File: src/rtl/uart_irq_pkg.sv
package uart_irq_pkg;
  localparam int ADDR_W = 3;
  localparam int IER_W  = 4;
  localparam int NCAUSE = 4;

  // Cause index equals its identification code; a higher index means more urgent.
  typedef enum logic [1:0] {
    CODE_MODEM = 2'b00,
    CODE_TXE   = 2'b01,
    CODE_RXD   = 2'b10,
    CODE_LINE  = 2'b11
  } cause_code_e;

  localparam logic [ADDR_W-1:0] OFS_DATA = 3'd0;
  localparam logic [ADDR_W-1:0] OFS_IEN  = 3'd1;
  localparam logic [ADDR_W-1:0] OFS_IDR  = 3'd2;
  localparam logic [ADDR_W-1:0] OFS_LST  = 3'd5;
  localparam logic [ADDR_W-1:0] OFS_MST  = 3'd6;

  // Reorder the enable bits into cause-index order.
  function automatic logic [NCAUSE-1:0] arm_mask(input logic [IER_W-1:0] en);
    logic [NCAUSE-1:0] m;
    m[CODE_LINE]  = en[2];
    m[CODE_RXD]   = en[0];
    m[CODE_TXE]   = en[1];
    m[CODE_MODEM] = en[3];
    return m;
  endfunction

  // Index of the highest set bit; 0 when the vector is empty.
  function automatic logic [1:0] top_cause(input logic [NCAUSE-1:0] v);
    logic [1:0] c;
    c = 2'd0;
    for (int i = 0; i < NCAUSE; i++)
      if (v[i]) c = 2'(i);
    return c;
  endfunction

  function automatic logic [7:0] id_byte(input logic any, input logic [1:0] code);
    return {5'b0, any ? code : 2'b00, ~any};
  endfunction
endpackage

File: src/rtl/uart_irq_enable.sv
module uart_irq_enable
  import uart_irq_pkg::*;
(
  input  logic             clk,
  input  logic             rst,
  input  logic             wr_en,
  input  logic [IER_W-1:0] wdata,
  output logic [IER_W-1:0] en_q,
  output logic             txe_arm_rise
);
  always_ff @(posedge clk) begin
    if (rst)        en_q <= '0;
    else if (wr_en) en_q <= wdata;
  end

  assign txe_arm_rise = wr_en & wdata[1] & ~en_q[1];
endmodule

File: src/rtl/uart_irq_latch.sv
module uart_irq_latch
  import uart_irq_pkg::*;
(
  input  logic              clk,
  input  logic              rst,
  input  logic [NCAUSE-1:0] set_i,
  input  logic [NCAUSE-1:0] clr_i,
  output logic [NCAUSE-1:0] pend_q
);
  for (genvar g = 0; g < NCAUSE; g++) begin : g_cause
    always_ff @(posedge clk) begin
      if (rst)           pend_q[g] <= 1'b0;
      else if (set_i[g]) pend_q[g] <= 1'b1;  // set wins over an acknowledge
      else if (clr_i[g]) pend_q[g] <= 1'b0;
    end
  end
endmodule

File: src/rtl/uart_irq_prio.sv
module uart_irq_prio
  import uart_irq_pkg::*;
(
  input  logic [NCAUSE-1:0] pend,
  input  logic [NCAUSE-1:0] mask,
  output logic              any,
  output logic [1:0]        code,
  output logic [7:0]        idr
);
  logic [NCAUSE-1:0] vis;
  assign vis  = pend & mask;
  assign any  = |vis;
  assign code = top_cause(vis);
  assign idr  = id_byte(any, code);
endmodule

File: src/rtl/uart_irq_front.sv
module uart_irq_front
  import uart_irq_pkg::*;
#(
  parameter int DATA_W = 8
) (
  input  logic              clk,
  input  logic              rst,
  input  logic [ADDR_W-1:0] reg_addr,
  input  logic              reg_rd,
  input  logic              reg_wr,
  input  logic [DATA_W-1:0] wdata,
  input  logic              dlab,
  input  logic              ev_line_err,
  input  logic              ev_rx_ready,
  input  logic              ev_tx_empty,
  input  logic              ev_modem_chg,
  input  logic              tx_hold_empty,
  output logic [DATA_W-1:0] rdata,
  output logic              irq
);
  localparam int PAD_W = DATA_W - IER_W;

  logic              ien_wr, idr_rd, thr_wr;
  logic [IER_W-1:0]  en_q;
  logic              txe_arm_rise;
  logic [NCAUSE-1:0] set_v, clr_v, pend_q, mask_v;
  logic              any_pend;
  logic [1:0]        top_code;
  logic [7:0]        idr_v;
  logic              idr_pend_n;

  assign ien_wr = reg_wr & (reg_addr == OFS_IEN) & ~dlab;
  assign idr_rd = reg_rd & (reg_addr == OFS_IDR);
  assign thr_wr = reg_wr & (reg_addr == OFS_DATA) & ~dlab;

  uart_irq_enable u_en (
    .clk(clk), .rst(rst), .wr_en(ien_wr), .wdata(wdata[IER_W-1:0]),
    .en_q(en_q), .txe_arm_rise(txe_arm_rise)
  );

  always_comb begin
    set_v = '0;
    set_v[CODE_LINE]  = ev_line_err;
    set_v[CODE_RXD]   = ev_rx_ready;
    set_v[CODE_TXE]   = ev_tx_empty | (txe_arm_rise & tx_hold_empty);
    set_v[CODE_MODEM] = ev_modem_chg;
    clr_v = '0;
    clr_v[CODE_LINE]  = reg_rd & (reg_addr == OFS_LST);
    clr_v[CODE_RXD]   = reg_rd & (reg_addr == OFS_DATA) & ~dlab;
    clr_v[CODE_TXE]   = (idr_rd & any_pend & (top_code == CODE_TXE)) | thr_wr;
    clr_v[CODE_MODEM] = reg_rd & (reg_addr == OFS_MST);
  end

  uart_irq_latch u_latch (
    .clk(clk), .rst(rst), .set_i(set_v), .clr_i(clr_v), .pend_q(pend_q)
  );

  assign mask_v = arm_mask(en_q);

  uart_irq_prio u_prio (
    .pend(pend_q), .mask(mask_v), .any(any_pend), .code(top_code), .idr(idr_v)
  );

  assign idr_pend_n = idr_v[0];
  assign irq        = any_pend;

  always_comb begin
    rdata = '0;
    if (reg_addr == OFS_IEN && !dlab) rdata = {{PAD_W{1'b0}}, en_q};
    else if (reg_addr == OFS_IDR)     rdata = {{(DATA_W-8){1'b0}}, idr_v};
  end
endmodule

File: config.mk
export PLATFORM = sky130hd
export DESIGN_NAME = uart_irq_front
export DESIGN_NICKNAME = d
export VERILOG_FILES = /design/src/rtl/uart_irq_pkg.sv /design/src/rtl/uart_irq_enable.sv /design/src/rtl/uart_irq_latch.sv /design/src/rtl/uart_irq_prio.sv /design/src/rtl/uart_irq_front.sv
export SDC_FILE = /design/constraint.sdc
export NUM_CORES = 1
export LEC_CHECK = 0
export BUFFER_PORTS_ARGS = -buffer_cell sky130_fd_sc_hd__clkbuf_2
export CORE_AREA = 4 4 41 43
export CTS_CLUSTER_DIAMETER = 60
export DETAILED_ROUTE_END_ITERATION = 10
export DIE_AREA = 0 0 45 47
export GPL_TIMING_DRIVEN = 1
export PLACE_DENSITY = 0.77
export SYNTH_ARGS = -nofsm -noshare
export SYNTH_HDL_FRONTEND = slang
export SYNTH_SLANG_ARGS = --single-unit
File: constraint.sdc
create_clock -name clk -period 1.92 [get_ports clk]
set_input_delay 0.384 -clock clk [delete_from_list [all_inputs] [get_ports clk]]
set_output_delay 0.384 -clock clk [all_outputs]
set_load 0.02 [all_outputs]
After elaboration in Yosys (flattened, before gate mapping)
Cells that the tools add are included.

Equality and inequality tests: 5. Multiplexer cells: 14. Bitwise gates (word level): 20. Reductions and logical operators: 8.

Operator list (number): $and A1 B1 Y1 (14); $mux W1 (9); $reduce_bool A2 Y1 (4); $eq A3 B3 Y1 const B (2); $mux W2 (3); $and A4 B4 Y4 (1); $mux W4 (1); $reduce_or A4 Y1 (1); $eq A3 B1 Y1 const B (1); $eq A3 B2 Y1 const B (1); $logic_not A3 Y1 (1); $mux W3 (1); $not A1 Y1 (3); $eq A2 B1 Y1 const B (1); $or A1 B1 Y1 (2); $logic_and A1 B1 Y1 (1); $logic_not A1 Y1 (1).

Register bits after elaboration: 8. Logic and storage cells: 52. Input port bits: 21. Output and inout bits: 9.

Longest topological paths before layout
Word-level depth: 9. Depth in mapped cells: 5. Depth with buffers taken out: 4.

Cells and area by module
From an unflattened synthesis, not the netlist that was laid out.

Cell total of the unflattened synthesis: 73. Area total of the unflattened synthesis: 631.9 um^2.

By module, submodules not included: uart_irq_front (cells each 30, sequential area each 0.0 um^2, area an instance 235.2 um^2, instances 1); uart_irq_enable (cells each 14, sequential area each 80.1 um^2, area an instance 156.4 um^2, instances 1); uart_irq_latch (cells each 16, sequential area each 80.1 um^2, area an instance 140.1 um^2, instances 1); uart_irq_prio (cells each 13, sequential area each 0.0 um^2, area an instance 100.1 um^2, instances 1).

Worst setup path after synthesis
No wires, ideal clock.

Path type: reg-to-output. Start point: register u_en.en_q[2]. End point: output rdata[0]. Data arrival time: 1.465 ns. Data required time: 1.536 ns. Cell stages (with the launch flop): 5. Path slack: 0.071 ns. Buffers on the path: 0. Path through: dfxtp_1 a22o_1 a221o_1 o31a_1 nor2_1.

Longest elaborated chain between the ends: 5.

Ends and longest elaborated chain: from (decl) (RTL line uart_irq_enable.sv:8) `output logic [IER_W-1:0] en_q,`; from (signal assigned) (RTL line uart_irq_enable.sv:13) `else if (wr_en) en_q <= wdata;`; $and A4 B4 Y4 (RTL line uart_irq_prio.sv:11) `assign vis = pend & mask;`; $reduce_or A4 Y1 (RTL line uart_irq_prio.sv:12) `assign any = |vis;`; via irq (RTL line uart_irq_front.sv:19) `output logic irq`; $not A1 Y1 (RTL line uart_irq_pkg.sv:40) `return {5'b0, any ? code : 2'b00, ~any};`; $mux W3 (RTL line uart_irq_front.sv:70) `else if (reg_addr == OFS_IDR) rdata = {{(DATA_W-8){1'b0}}, idr_v};`; $mux W4 (RTL line uart_irq_front.sv:69) `if (reg_addr == OFS_IEN && !dlab) rdata = {{PAD_W{1'b0}}, en_q};`; to (decl) (RTL line uart_irq_front.sv:18) `output logic [DATA_W-1:0] rdata,`.

The timed path passes the listed nets, and every way through them passes these cells.

Worst setup path after layout
Start point: register u_latch.pend_q[3]. End point: output rdata[0].

Longest elaborated chain between the ends: 5.

Ends and longest elaborated chain: from (decl) (RTL line uart_irq_latch.sv:8) `output logic [NCAUSE-1:0] pend_q`; from (signal, indexed assignment) (RTL line uart_irq_latch.sv:12) `if (rst) pend_q[g] <= 1'b0;`; from (signal, indexed assignment) (RTL line uart_irq_latch.sv:13) `else if (set_i[g]) pend_q[g] <= 1'b1;`; from (signal, indexed assignment) (RTL line uart_irq_latch.sv:14) `else if (clr_i[g]) pend_q[g] <= 1'b0;`; $and A4 B4 Y4 (RTL line uart_irq_prio.sv:11); $reduce_or A4 Y1 (RTL line uart_irq_prio.sv:12); $not A1 Y1 (RTL line uart_irq_pkg.sv:40); $mux W3 (RTL line uart_irq_front.sv:70); $mux W4 (RTL line uart_irq_front.sv:69).

Every way passes these cells.

==> results.ini <==
[worst_setup_path]
critPathCapture=rdata[0]
r2r-start=u_latch.pend_q[3]$_SDFFE_PP0P_
start_kind=flop
r2r_setup_slack_ns=0.95
critPathCaptureType=primary output
timing_worst_setup_path_type=flop to primary output
crit_path_top_delay_cell=dfxtp_2
r2r-end=u_latch.pend_q[1]$_SDFFE_PP0P_
required_ns=1.54
arrival_ns=1.63
rr_worst_depth=3
max_stage_delay_ns=0.33
critical_path.max_fanout=3
crit_start=u_latch.pend_q[3]$_SDFFE_PP0P_
crit_chain=a22o_1 > a221o_1 > o31a_1 > nor2_1 > buf_4

[grt]
grt.total_usage_pct=12.1
grt_pass1_wl_um=1830
grt-ovfl-total=0
antenna_found_initial=0
grt_start_max_net_pins=10
grt_pass1_vias=432

[timing]
tns_ns=-0.0988
setup_viol=1
rsz0062_at_grt=true
setup_slack_ns=-0.0988
period_minus_slack_ns=2.02
final-hold-violation-count=0
min_period_over_period_pct=105
whs_ns=0.340
slew_violations=0
fin_worst_skew_ns=0.0109
max_freq_mhz=495

[routing]
dr.max_layer_used=met4
via_per_inst=5.13
dr_wl_met2_um=523
wire_per_inst_um=11.7
drt-initial-drc-count=24
vias=487
wirelength_um=1110
wl_met3_um=120
drc=0
ant_nets=0
wl_met1_um=453
first_pass_iters=4

[synth]
synthAdderAreaFrac_pct=0
async_flop_share_pct=0
synth-simple-area-share_pct=27.7
synth_cells=59
synth_seq_cells=8
ys.flop_type=dfxtp_1
synth-edff-count=0
ys_seq_area_share_pct=32.6
avgSynthCellArea_sq_um=8.33
yosysWarnings=0
synth_top_family_by_area=simple AND/OR/NAND/NOR gates
synth_cell_types=27
syn_area_sq_um=492
synth-xor-area-share_pct=0
synth_compound_area_share_pct=16.5
synthMuxAreaShare_pct=8.14

[pwr]
vdd_drop_max_uv=488
power_density_nw_per_um2=607
leakage_nw=0.304

[layout]
finish.net_count=103
drive_gt1_share_pct=37.5
area_growth_pct=22.6
diodes=0

[cts]
cts.sinks=8
cts_tree=built
root_buffer=clkbuf_4
insertion_delay_ns=0.26
htreeDepth=1
cts_buffer_depth=2
clk_pin_slew_ns=0.06
cts_buffers=3

[floorplan]
initial_core_util_pct=37.8
dieArea_sq_um=2120
dieWidth_um=45
floorplan.io_pins=30
row_count=13
die_height_um=47
core_sq_um=1300

[placement]
numPortBuffers=21
dpl.hpwl_um=835
preCtsSetupSlack_ns=0.139
routabilityCongestion=0.750

[run]
cap_viol_max_count=0

[run_status]
status=finished with violations
violations=negative setup slack

[min_path]
holdCritPathClass=input pin to flop

flip-flops by register name (all words and copies together) (netlist names):
signal          count
u_latch.pend_q      4
u_en.en_q           4
logic make-up (layout without fill, tap and decap cells):
family / Yosys count / after routing
other cells: 1 / 4
flops: 8 / 8
compound gates: 11 / 11
mux: 4 / 4
simple gates: 26 / 26
buf+inv: 9 / 27
critical path: cells and delay by family (launching register included):
| kind | cells | cell delay, ns |
|---|---|---|
| DFF | 1 | 0.33 |
| and+or+nand+nor | 1 | 0.09 |
| AOI/OAI and AO/OA | 3 | 0.81 |
| buffers and inverters | 1 | 0.15 |
placed cells by master (no fill, tap or decap), types with 2 or more instances in the layout:
master,Yosys,routed
clkbuf_2,0,20
nor2_1,10,10
dfxtp_1,8,7
nand2_1,6,6
mux2i_1,4,4
conb_1,1,4
a21oi_1,3,3
clkbuf_4,0,3
a22oi_1,2,2
inv_1,2,2
buf_4,4,2
per-layer routing:
layer,GRT usage (%),vias up
li1,-,244
met1,14.2,219
met2,18.6,22
met3,7.66,2
met4,2.92,0
met5,0,-
what timing repair did:
action | 4_1_cts | 5_1_grt
endpoints found under the hold margin | 0 | 0
gates resized for setup | 2 | 2
pin swaps | 1 | 0
hold buffers | 0 | 0
buffers inserted | 1 | 0
setup endpoints to repair | 1 | 2
metrics by stage:
step / power, mW / cells / util (%) / instance area, sq um
6_report: 0.366 / 95 / 46.3 / 603
5_1_grt: 0.392 / 95 / 46.3 / 603
4_1_cts: 0.370 / 95 / 46.0 / 598
3_5_place_dp: 0.237 / 91 / 43.4 / 564
3_3_place_gp: 0.236 / 91 / 43.4 / 564
2_1_floorplan: 0.222 / 62 / - / 503
cell usage after synthesis, drive strengths merged, types with 2 or more instances:
cell	number	area [sq um]
a21oi	3	15.0
nor2	10	37.5
buf	6	52.6
inv	2	7.51
nand2	6	22.5
a22oi	2	15.0
dfxtp	8	160
mux2i	4	40.0
report_power, final:
part           switching, mW  internal [mW]  total [mW]
Sequential           0.00591          0.174       0.180
Clock                 0.0580         0.0716       0.130
Combinational         0.0318         0.0251      0.0569
worst min path at each step:
| stage | from | endpoint | slack [ns] | cells after the start |
|---|---|---|---|---|
| after detailed placement | u_latch.pend_q[0]$_SDFFE_PP0P_ | u_latch.pend_q[0]$_SDFFE_PP0P_ | 0.50 | 2 |
| after global placement | u_latch.pend_q[0]$_SDFFE_PP0P_ | u_latch.pend_q[0]$_SDFFE_PP0P_ | 0.48 | 2 |
| after CTS | ev_line_err | u_latch.pend_q[3]$_SDFFE_PP0P_ | 0.33 | 3 |
| after floorplan | u_latch.pend_q[0]$_SDFFE_PP0P_ | u_latch.pend_q[0]$_SDFFE_PP0P_ | 0.45 | 2 |
| after global routing | ev_rx_ready | u_latch.pend_q[2]$_SDFFE_PP0P_ | 0.35 | 3 |
| final | ev_line_err | u_latch.pend_q[3]$_SDFFE_PP0P_ | 0.34 | 3 |
final cells by class:
cell class / count / area, sq um
Fill cell: 148 / 698
Multi-Input combinational cell: 45 / 278
Sequential cell: 8 / 161
Timing Repair Buffer: 22 / 115
Clock buffer: 3 / 22.5
Tap cell: 15 / 18.8
Inverter: 2 / 7.51
(Power assumes the default switching activity.)
